`config.mk`:
```
export PLATFORM = sky130hd
export DESIGN_NAME = cpu4_core
export DESIGN_NICKNAME = d
export VERILOG_FILES = /design/src/rtl/cpu4_pkg.sv /design/src/rtl/cpu4_alu.sv /design/src/rtl/cpu4_decoder.sv /design/src/rtl/cpu4_regfile.sv /design/src/rtl/cpu4_dmem.sv /design/src/rtl/cpu4_core.sv
export SDC_FILE = /design/constraint.sdc
export NUM_CORES = 1
export LEC_CHECK = 0
export BUFFER_PORTS_ARGS = -buffer_cell sky130_fd_sc_hd__buf_2
export CELL_PAD_IN_SITES_DETAIL_PLACEMENT = 1
export CELL_PAD_IN_SITES_GLOBAL_PLACEMENT = 1
export CORE_ASPECT_RATIO = 0.5
export CORE_MARGIN = 2
export CORE_UTILIZATION = 58
export CTS_CLUSTER_SIZE = 24
export DETAILED_ROUTE_END_ITERATION = 6
export PLACE_DENSITY_LB_ADDON = 0.1
export RECOVER_POWER = 100
export SLEW_MARGIN = 15
export SYNTH_ARGS = -nofsm -noshare
export SYNTH_HDL_FRONTEND = slang
export SYNTH_SLANG_ARGS = --single-unit
```
`constraint.sdc`:
```
create_clock -name clk_i -period 21.1 [get_ports clk_i]
set_clock_uncertainty 0.1 [all_clocks]
set_input_delay 3.165 -clock clk_i [delete_from_list [all_inputs] [get_ports clk_i]]
set_output_delay 3.165 -clock clk_i [all_outputs]
set_load 0.01 [all_outputs]
```
`src/rtl/cpu4_pkg.sv`:
```
package cpu4_pkg;
  localparam int unsigned ILEN  = 16;
  localparam int unsigned FLD_W = 4;
  localparam int unsigned NREG  = 2 ** FLD_W;

  typedef enum logic [3:0] {
    OP_ADD  = 4'd0,
    OP_SUB  = 4'd1,
    OP_AND  = 4'd2,
    OP_OR   = 4'd3,
    OP_ADDI = 4'd4,
    OP_SUBI = 4'd5,
    OP_SLL  = 4'd6,
    OP_SRL  = 4'd7,
    OP_LW   = 4'd8,
    OP_SW   = 4'd9,
    OP_BEQ  = 4'd10,
    OP_J    = 4'd11
  } opcode_e;

  typedef enum logic [2:0] {
    ALU_ADD,
    ALU_SUB,
    ALU_AND,
    ALU_OR,
    ALU_SLL,
    ALU_SRL
  } alu_op_e;

  typedef struct packed {
    alu_op_e alu_op;
    logic    b_imm;    // operand b from bits [3:0]
    logic    rf_we;
    logic    wb_mem;   // write back load data
    logic    dm_we;
    logic    rd_low;   // destination in bits [3:0]
    logic    is_beq;
    logic    is_j;
  } ctrl_t;
endpackage

```
`src/rtl/cpu4_alu.sv`:
```
module cpu4_alu
  import cpu4_pkg::*;
#(
  parameter int unsigned DATA_W = 4
) (
  input  alu_op_e           op_i,
  input  logic [DATA_W-1:0] a_i,
  input  logic [DATA_W-1:0] b_i,
  output logic [DATA_W-1:0] y_o,
  output logic              zero_o
);
  always_comb begin
    unique case (op_i)
      ALU_ADD: y_o = a_i + b_i;
      ALU_SUB: y_o = a_i - b_i;
      ALU_AND: y_o = a_i & b_i;
      ALU_OR:  y_o = a_i | b_i;
      ALU_SLL: y_o = a_i << b_i;
      ALU_SRL: y_o = a_i >> b_i;
      default: y_o = '0;
    endcase
  end

  assign zero_o = (y_o == '0);
endmodule

```
`src/rtl/cpu4_decoder.sv`:
```
module cpu4_decoder
  import cpu4_pkg::*;
(
  input  logic [3:0] opcode_i,
  output ctrl_t      ctrl_o
);
  always_comb begin
    ctrl_o = '{alu_op: ALU_ADD, default: 1'b0};
    unique case (opcode_i)
      OP_ADD:  begin ctrl_o.rf_we = 1'b1; ctrl_o.rd_low = 1'b1; end
      OP_SUB:  begin ctrl_o.rf_we = 1'b1; ctrl_o.rd_low = 1'b1; ctrl_o.alu_op = ALU_SUB; end
      OP_AND:  begin ctrl_o.rf_we = 1'b1; ctrl_o.rd_low = 1'b1; ctrl_o.alu_op = ALU_AND; end
      OP_OR:   begin ctrl_o.rf_we = 1'b1; ctrl_o.rd_low = 1'b1; ctrl_o.alu_op = ALU_OR;  end
      OP_ADDI: begin ctrl_o.rf_we = 1'b1; ctrl_o.b_imm = 1'b1; end
      OP_SUBI: begin ctrl_o.rf_we = 1'b1; ctrl_o.b_imm = 1'b1; ctrl_o.alu_op = ALU_SUB; end
      OP_SLL:  begin ctrl_o.rf_we = 1'b1; ctrl_o.b_imm = 1'b1; ctrl_o.alu_op = ALU_SLL; end
      OP_SRL:  begin ctrl_o.rf_we = 1'b1; ctrl_o.b_imm = 1'b1; ctrl_o.alu_op = ALU_SRL; end
      OP_LW:   begin ctrl_o.rf_we = 1'b1; ctrl_o.b_imm = 1'b1; ctrl_o.wb_mem = 1'b1; end
      OP_SW:   begin ctrl_o.dm_we = 1'b1; ctrl_o.b_imm = 1'b1; end
      OP_BEQ:  begin ctrl_o.is_beq = 1'b1; ctrl_o.alu_op = ALU_SUB; end
      OP_J:    ctrl_o.is_j = 1'b1;
      default: ;  // 12..15: no operation
    endcase
  end
endmodule

```
`src/rtl/cpu4_regfile.sv`:
```
module cpu4_regfile #(
  parameter int unsigned DATA_W = 4,
  parameter int unsigned NREG   = 16,
  localparam int unsigned AW    = $clog2(NREG)
) (
  input  logic              clk_i,
  input  logic              rst_ni,
  input  logic [AW-1:0]     ra_addr_i,
  output logic [DATA_W-1:0] ra_data_o,
  input  logic [AW-1:0]     rb_addr_i,
  output logic [DATA_W-1:0] rb_data_o,
  input  logic              we_i,
  input  logic [AW-1:0]     waddr_i,
  input  logic [DATA_W-1:0] wdata_i
);
  logic [DATA_W-1:0] regs_q [NREG];

  always_ff @(posedge clk_i or negedge rst_ni) begin
    if (!rst_ni) begin
      for (int i = 0; i < NREG; i++) regs_q[i] <= '0;
    end else if (we_i && waddr_i != '0) begin
      regs_q[waddr_i] <= wdata_i;
    end
  end

  assign ra_data_o = (ra_addr_i == '0) ? '0 : regs_q[ra_addr_i];
  assign rb_data_o = (rb_addr_i == '0) ? '0 : regs_q[rb_addr_i];
endmodule

```
`src/rtl/cpu4_dmem.sv`:
```
module cpu4_dmem #(
  parameter int unsigned DATA_W = 4,
  localparam int unsigned DEPTH = 2 ** DATA_W
) (
  input  logic              clk_i,
  input  logic              rst_ni,
  input  logic              we_i,
  input  logic [DATA_W-1:0] addr_i,
  input  logic [DATA_W-1:0] wdata_i,
  output logic [DATA_W-1:0] rdata_o
);
  logic [DATA_W-1:0] mem_q [DEPTH];

  always_ff @(posedge clk_i or negedge rst_ni) begin
    if (!rst_ni) begin
      for (int i = 0; i < DEPTH; i++) mem_q[i] <= '0;
    end else if (we_i) begin
      mem_q[addr_i] <= wdata_i;
    end
  end

  assign rdata_o = mem_q[addr_i];
endmodule

```
`src/rtl/cpu4_core.sv`:
```
module cpu4_core
  import cpu4_pkg::*;
#(
  parameter int unsigned PC_W   = 5,
  parameter int unsigned DATA_W = 4,
  localparam int unsigned IDEPTH = 2 ** PC_W
) (
  input  logic              clk_i,
  input  logic              rst_ni,
  input  logic              imem_we_i,
  input  logic [PC_W-1:0]   imem_addr_i,
  input  logic [ILEN-1:0]   imem_wdata_i,
  output logic [PC_W-1:0]   pc_o,
  output logic              rf_we_o,
  output logic [FLD_W-1:0]  rf_waddr_o,
  output logic [DATA_W-1:0] rf_wdata_o,
  output logic              dm_we_o,
  output logic [DATA_W-1:0] dm_addr_o,
  output logic [DATA_W-1:0] dm_wdata_o
);
  logic [PC_W-1:0]   pc_q, pc_d;
  logic [ILEN-1:0]   imem [IDEPTH];
  logic [ILEN-1:0]   instr;
  logic [FLD_W-1:0]  ra_addr, rb_addr, imm;
  logic [DATA_W-1:0] ra_data, rb_data, alu_b, alu_y, dm_rdata;
  logic              alu_zero;
  ctrl_t             ctrl;

  // instruction store: loaded through the write port, read combinationally
  always_ff @(posedge clk_i) begin
    if (imem_we_i) imem[imem_addr_i] <= imem_wdata_i;
  end

  assign instr   = imem[pc_q];
  assign ra_addr = instr[11:8];
  assign rb_addr = instr[7:4];
  assign imm     = instr[3:0];

  cpu4_decoder u_dec (
    .opcode_i (instr[15:12]),
    .ctrl_o   (ctrl)
  );

  cpu4_regfile #(.DATA_W(DATA_W), .NREG(NREG)) u_rf (
    .clk_i     (clk_i),
    .rst_ni    (rst_ni),
    .ra_addr_i (ra_addr),
    .ra_data_o (ra_data),
    .rb_addr_i (rb_addr),
    .rb_data_o (rb_data),
    .we_i      (rf_we_o),
    .waddr_i   (rf_waddr_o),
    .wdata_i   (rf_wdata_o)
  );

  assign alu_b = ctrl.b_imm ? DATA_W'(imm) : rb_data;

  cpu4_alu #(.DATA_W(DATA_W)) u_alu (
    .op_i   (ctrl.alu_op),
    .a_i    (ra_data),
    .b_i    (alu_b),
    .y_o    (alu_y),
    .zero_o (alu_zero)
  );

  cpu4_dmem #(.DATA_W(DATA_W)) u_dm (
    .clk_i   (clk_i),
    .rst_ni  (rst_ni),
    .we_i    (dm_we_o),
    .addr_i  (alu_y),
    .wdata_i (rb_data),
    .rdata_o (dm_rdata)
  );

  assign rf_we_o    = ctrl.rf_we;
  assign rf_waddr_o = ctrl.rd_low ? instr[3:0] : instr[7:4];
  assign rf_wdata_o = ctrl.wb_mem ? dm_rdata : alu_y;
  assign dm_we_o    = ctrl.dm_we;
  assign dm_addr_o  = alu_y;
  assign dm_wdata_o = rb_data;

  // next PC: sequential, signed branch offset, or truncated absolute target
  logic [PC_W-1:0] pc_inc, br_off;
  assign pc_inc = pc_q + 1'b1;
  assign br_off = {{(PC_W-FLD_W){imm[FLD_W-1]}}, imm};

  always_comb begin
    pc_d = pc_inc;
    if (ctrl.is_j)                  pc_d = instr[4 +: PC_W];
    else if (ctrl.is_beq && alu_zero) pc_d = pc_inc + br_off;
  end

  always_ff @(posedge clk_i or negedge rst_ni) begin
    if (!rst_ni) pc_q <= '0;
    else         pc_q <= pc_d;
  end

  assign pc_o = pc_q;
endmodule

```
==> results of run 1 <==
[metrics by stage]
step / util (%) / instance area, sq um / instances
6_report: 62.95 / 30390 / 2453
5_1_grt: 62.95 / 30390 / 2453
4_1_cts: 63.65 / 30730 / 2453
3_5_place_dp: 60.09 / 29010 / 2355
3_3_place_gp: 60.09 / 29010 / 2355
2_1_floorplan: - / 28200 / 1719
[final timing paths]
check / from / endpoint / slack (ns) / cells past startpoint
max: pc_o[2] / rf_wdata_o[1] / 5.00 / 25
min: u_dm.mem_q[28] / u_dm.mem_q[28] / 0.41 / 1
max reg2reg: pc_o[2] / u_rf.regs_q[25] / 8.62 / 24
min reg2reg: u_dm.mem_q[28] / u_dm.mem_q[28] / 0.41 / 1
max in group asynchronous: rst_ni / u_dm.mem_q[54] / 12.45 / 2
min in group asynchronous: rst_ni / u_rf.regs_q[27] / 3.32 / 1
[registers in the layout, summed over array words and instances (netlist names)]
signal,count
u_dm.mem_q,64
imem,512
u_rf.regs_q,60
pc_o,5
[cells in the mapped netlist, types with 8 or more instances]
| master | number |
|---|---|
| a31oi_1 | 62 |
| nand3_1 | 25 |
| inv_1 | 24 |
| buf_6 | 21 |
| edfxtp_1 | 512 |
| mux2_2 | 85 |
| o211ai_1 | 8 |
| clkbuf_1 | 19 |
| mux4_2 | 109 |
| a21oi_1 | 33 |
| and2_1 | 24 |
| nand2_1 | 74 |
| buf_4 | 10 |
| o21ai_0 | 12 |
| mux2i_1 | 139 |
| ha_1 | 11 |
| nand2b_1 | 8 |
| buf_2 | 27 |
| a22oi_1 | 34 |
| nor3_1 | 9 |
| dfrtp_1 | 129 |
| nor2_1 | 145 |
[layer usage]
layer	wire, um	share of wire, %	up-vias	track usage, %
met5	0	0	-	0
met4	2349	2.9	0	9.328
met3	6504	8.2	166	5.455
met2	38200	48	821	51.92
met1	32750	41	8771	46.20
li1	-	-	6920	-
[layout make-up]
type,instances,area [sq um]
Inverter,32,123.9
Tap cell,649,812.0
Multi-Input combinational cell,960,8810
Timing Repair Buffer,73,326.6
Clock inverter,35,341.6
Fill cell,4310,17890
Sequential cell,641,18610
Clock buffer,63,1374
[cells by family after synthesis]
logic type,after synthesis,share of synthesized area [%]
flip-flops,641,65.96
multiplexers,345,17.89
AND/OR/NAND/NOR,344,5.754
AO/OA/AOI/OAI,246,6.580
buffers and inverters,118,2.791
adder cells (fa/ha/maj),16,0.7409
XOR/XNOR,9,0.2795
==> flow_metrics.env, run 1 <==
export IMPL_run_status="finished with violations"
export IMPL_failed_checks="capacitance limit, slew limit"
export IMPL_die_area_sq_mm=0.05051
export IMPL_cp_num_buf_inv=5
export IMPL_dr_first_iter_drc_count=1841
export IMPL_synth_fp_nets=1756
export IMPL_timing_final_crit_share_pct=76.30
export IMPL_viasPerCell=6.799
export IMPL_slew_headroom_pct=-186.5
export IMPL_yosysUniqueCellTypes=99
export IMPL_finalWorstPathRequiredPeriod_ns=16.10
export IMPL_dominant_cells_by_area_after_synthesis="edfxtp_1 (55%), dfrtp_1 (11%), mux4_2 (8.7%), mux2i_1 (4.9%), mux2_2 (3.4%)"
export IMPL_crit_top_cell="clkbuf_1"
export IMPL_die_h_um=159.9
export IMPL_worst_endpoint_arrival_ns=12.83
export IMPL_first_pass_grt_wire_length_mm=117.7
export IMPL_ys_seq_elements=641
export IMPL_syn_inst=1719
export IMPL_finalWirelength_mm=79.80
export IMPL_first_drt_pass_iteration_count=5
export IMPL_final_common_cell="edfxtp_1"
export IMPL_io_pins=47
export IMPL_dominant_cell_type_by_area_after_synthesis="edfxtp_1"
export IMPL_die_width_um=315.8
export IMPL_clock_tree_from_tritoncts="done"
export IMPL_syn_avg_cell_area_sq_um=16.41
export IMPL_average_detailed_routed_wire_length_per_instance_um=32.53
export IMPL_timing_final_setup_violations=0
export IMPL_grt_start_max_net_pins=82
export IMPL_initial_core_util_pct=58.41
export IMPL_synth_yosys_seq_area_share_pct=65.96
export IMPL_crit_path_slowest_cell="clkbuf_1"
export IMPL_fin_worst_hold_slack_ns=0.4057
export IMPL_routability_driven_placement_congestion_ratio=0.9090
export IMPL_clock_path_buffers=3
export IMPL_finalHoldViolCount=0
export IMPL_drv_cap=37
export IMPL_drc=0
export IMPL_clock_latency_ns=0.63
export IMPL_path_clk_slew_ns=0.07
export IMPL_core_area_sq_mm=0.04828
export IMPL_grt_ovfl_total=0
export IMPL_detail_route_antenna_nets=0
export IMPL_drive_above_1_share_pct=19.07
export IMPL_post_cts_hold_buffer_count=0
export IMPL_largest_fanout_on_the_critical_path=53
export IMPL_final_setup_tns_ns=0
export IMPL_clk_root_buffer_cell="clkbuf_16"
export IMPL_initial_antenna_violation_count=0
export IMPL_ant_diodes=0
export IMPL_proportion_of_synthesized_flip_flops_having_asynchronous_set_or_reset_pct=20.12
export IMPL_cts_repair_resize_count=0
export IMPL_critPathTopFamily="buffers and inverters"
export IMPL_min_path_type="register to register"
export IMPL_io_buffers=46
export IMPL_layout_cells_most_common_list="edfxtp_1 (512), nor2_1 (141), mux2i_1 (139)"
export IMPL_max_freq_mhz=62.11
export IMPL_yosysWarningCount=0
export IMPL_h_tree_lvl_count=2
export IMPL_final_nets=1798
export IMPL_yosysTopAreaCellShare_pct=54.52
export IMPL_fp_row_count=57
export IMPL_first_global_vias=17310
export IMPL_slew_violations=832
export IMPL_synthFlopType="edfxtp_1"
export IMPL_worst_setup_path_end_kind="output port"
export IMPL_synthesis_area_sq_mm=0.02820
export IMPL_timing_critical_path_from_type="register"
export IMPL_pre_cts_setup_slack_ns=9.122
export IMPL_grt_setup_unrepaired="false"
export IMPL_worst_path_largest_cell_delay_ns=2.87
export IMPL_setup_slack_ns=5.001
export IMPL_cts_setup_buffers=0
export IMPL_crit_required_ns=17.83
export IMPL_cts_buffers=53
export IMPL_grt_usage_pct=32.33
export IMPL_tightest_slew_ns=4.297
export IMPL_routed_via_count=16680
export IMPL_critical_path_class="register to output port"
export IMPL_syn_to_final_growth_pct=7.768
export IMPL_hpwl_mm=48.33
export IMPL_clock_sinks=641
export IMPL_synth_edf_count=512
Power of run 1 is not shown: default switching activity piles up to over one toggle a cycle in this logic, so the estimate is an artifact.
==> run 2: changes to the inputs <==
- ABC_AREA: unset -> 1
- CORE_UTILIZATION: 58 -> 50
- clock period: 21.1 -> 15 ns (I/O delays scaled with it)
==> run 2 against run 1 <==
- the run still ends with capacitance limit, slew limit left
- non-clock buffer count grew 22
- final area grew 3.0%
- register-to-register slack lost 3.6 ns
- sequential share of layout area shrank 1.6 points
- die area grew 19%
- worst hold slack lost 0.12 ns
- critical endpoint is now rf_wdata_o[0]
==> flow_metrics.env, run 2 <==
export IMPL_run_status="finished with violations"
export IMPL_failed_checks="capacitance limit, slew limit"
export IMPL_clock_path_buffers=3
export IMPL_timing_final_crit_share_pct=81.76
export IMPL_layout_top_registers="imem: 512 flops, u_dm.mem_q: 64 flops, u_rf.regs_q: 62 flops"
export IMPL_routed_via_count=21410
export IMPL_grt_ovfl_total=0
export IMPL_drc=0
export IMPL_number_of_flip_flops_under_the_largest_register_name=512
export IMPL_netlist_top_cells_count="nand2_1 (718), edfxtp_1 (512), nand3_1 (366), nor2_1 (304), o21ai_0 (188)"
export IMPL_die_h_um=174.2
export IMPL_min_path_type="register to register"
export IMPL_syn_avg_cell_area_sq_um=10.35
export IMPL_timing_critical_path_from="pc_o[1]"
export IMPL_h_tree_lvl_count=2
export IMPL_proportion_of_synthesized_flip_flops_having_asynchronous_set_or_reset_pct=20.37
export IMPL_max_flop_register="imem"
export IMPL_slew_headroom_pct=-159.9
export IMPL_synth_edf_count=512
export IMPL_crit_required_ns=12.65
export IMPL_final_fill_count=6245
export IMPL_clock_sinks=643
export IMPL_drv_cap=19
export IMPL_hpwl_mm=51.59
export IMPL_dominant_cells_by_area_after_synthesis="edfxtp_1 (53%), dfrtp_1 (11%), nand2_1 (9.3%), nand3_1 (6.3%), nor2_1 (3.9%)"
export IMPL_drive_above_1_share_pct=6.564
export IMPL_final_common_cell="nand2_1"
export IMPL_syn_inst=2797
export IMPL_layout_cells_most_common_list="nand2_1 (724), edfxtp_1 (512), nand3_1 (367)"
export IMPL_post_cts_hold_buffer_count=0
export IMPL_cts_buffers=57
export IMPL_io_buffers=46
export IMPL_first_global_vias=22170
export IMPL_cts_setup_buffers=0
export IMPL_synth_fp_nets=2834
export IMPL_finalWorstPathRequiredPeriod_ns=12.26
export IMPL_path_clk_slew_ns=0.07
export IMPL_finalHoldViolCount=0
export IMPL_fin_worst_hold_slack_ns=0.2823
export IMPL_fp_row_count=62
export IMPL_yosysMostFrequentCell="nand2_1"
export IMPL_synthesis_area_sq_mm=0.02896
export IMPL_grt_setup_unrepaired="false"
export IMPL_dr_first_iter_drc_count=1747
export IMPL_syn_to_final_growth_pct=8.110
export IMPL_worst_setup_path_end_kind="output port"
export IMPL_ys_seq_elements=643
export IMPL_worst_endpoint_arrival_ns=9.91
export IMPL_io_pins=47
export IMPL_timing_final_setup_violations=0
export IMPL_grt_usage_pct=29.45
export IMPL_die_area_sq_mm=0.05997
export IMPL_finalWirelength_mm=87.14
export IMPL_synthFlopType="edfxtp_1"
export IMPL_crit_reg2reg_capture="u_rf.regs_q[3]"
export IMPL_tightest_slew_ns=3.899
export IMPL_grt_start_max_net_pins=199
export IMPL_dominant_cell_type_by_area_after_synthesis="edfxtp_1"
export IMPL_critical_path_class="register to output port"
export IMPL_initial_core_util_pct=50.51
export IMPL_final_nets=2837
export IMPL_initial_antenna_violation_count=1
export IMPL_layout_area_seq_sq_mm=0.01866
export IMPL_yosysUniqueCellTypes=48
export IMPL_viasPerCell=5.917
export IMPL_multi_input_comb_area_sq_mm=0.008855
export IMPL_clock_tree_from_tritoncts="done"
export IMPL_largest_fanout_on_the_critical_path=58
export IMPL_timing_critical_path_from_type="register"
export IMPL_setup_worst_path_end="rf_wdata_o[0]"
export IMPL_average_detailed_routed_wire_length_per_instance_um=24.08
export IMPL_place_inst=3509
export IMPL_slew_violations=591
export IMPL_clk_root_buffer_cell="clkbuf_16"
export IMPL_first_drt_pass_iteration_count=5
export IMPL_yosysWarningCount=0
export IMPL_worst_r2r_cell_count=31
export IMPL_core_area_sq_mm=0.05733
export IMPL_final_setup_tns_ns=0
export IMPL_synth_yosys_seq_area_share_pct=64.42
export IMPL_die_width_um=344.3
export IMPL_worst_r2r_startpoint="pc_o[1]"
export IMPL_first_pass_grt_wire_length_mm=134.3
export IMPL_max_freq_mhz=81.54
export IMPL_final_instance_count_excl_fill=3618
export IMPL_detail_route_antenna_nets=0
export IMPL_clock_latency_ns=0.65
export IMPL_routability_driven_placement_congestion_ratio=0.8663
export IMPL_r2r_setup_slack_ns=5.00
export IMPL_yosysTopAreaCellShare_pct=53.10
export IMPL_cts_repair_resize_count=0
[run 2: through the flow]
step	utilization (%)	setup slack, ns	instance area, sq um
after floorplan	-	8.307	28960
after global placement	51.67	5.447	29620
after detailed placement	51.67	5.158	29620
after CTS	55.08	4.465	31580
after global routing	54.61	1.879	31310
final	54.61	2.737	31310
[run 2: kinds of logic after synthesis]
family	share of synthesized area, %
xor+xnor	0.2722
buf+inv	4.909
fa+ha+maj	0.6136
flops	64.42
simple gates	21.47
compound gates	8.322
[run 2: worst max-delay path, cell delays in order, from the launching register on]
cell and delay (ns):
dfrtp_4 0.58, clkbuf_1 2.35, buf_4 0.89, nand3_1 0.14, nand3_1 0.12, nand2_1 0.12
nand2_1 0.08, nand2_1 0.20, nand2_1 0.12, nand2_2 0.27, nand3_1 0.20, nand3_1 0.09
nand3_1 0.15, nand2_1 0.10, nand2_1 0.66, nand2_1 0.16, nand2_1 0.29, nand3_1 0.21
nand3_1 0.16, nand3_4 0.31, nand2_4 0.51, inv_1 0.31, nand2_1 0.70, a21boi_0 0.29
clkbuf_1 0.18
[run 2: layout make-up]
class	instances	share of cell area, %
tap	768	3.070
multi-input combinational	1893	28.29
antenna	1	0.007994
inverter	110	1.351
timing repair buffer	95	1.431
clock inverter	45	1.551
clock buffer	63	4.696
sequential	643	59.61
[run 2: how the worst min path moves through the flow]
stage                                from              end  cells after the start
after floorplan           u_rf.regs_q[63]  u_rf.regs_q[63]                      1
after global placement    u_rf.regs_q[60]  u_rf.regs_q[60]                      0
after detailed placement  u_rf.regs_q[60]  u_rf.regs_q[60]                      0
after CTS                 u_rf.regs_q[60]  u_rf.regs_q[60]                      0
after global routing      u_rf.regs_q[60]  u_rf.regs_q[60]                      0
final                     u_rf.regs_q[60]  u_rf.regs_q[60]                      0
[run 2: layer usage]
layer / vias up / GRT usage, % / part of all wire [%]
met5: - / 0 / 0
met4: 0 / 7.536 / 2.1
met3: 128 / 4.615 / 6.5
met2: 694 / 46.26 / 46
met1: 10860 / 43.00 / 46
li1: 9726 / - / -
Power of run 2 is left out for the same reason.
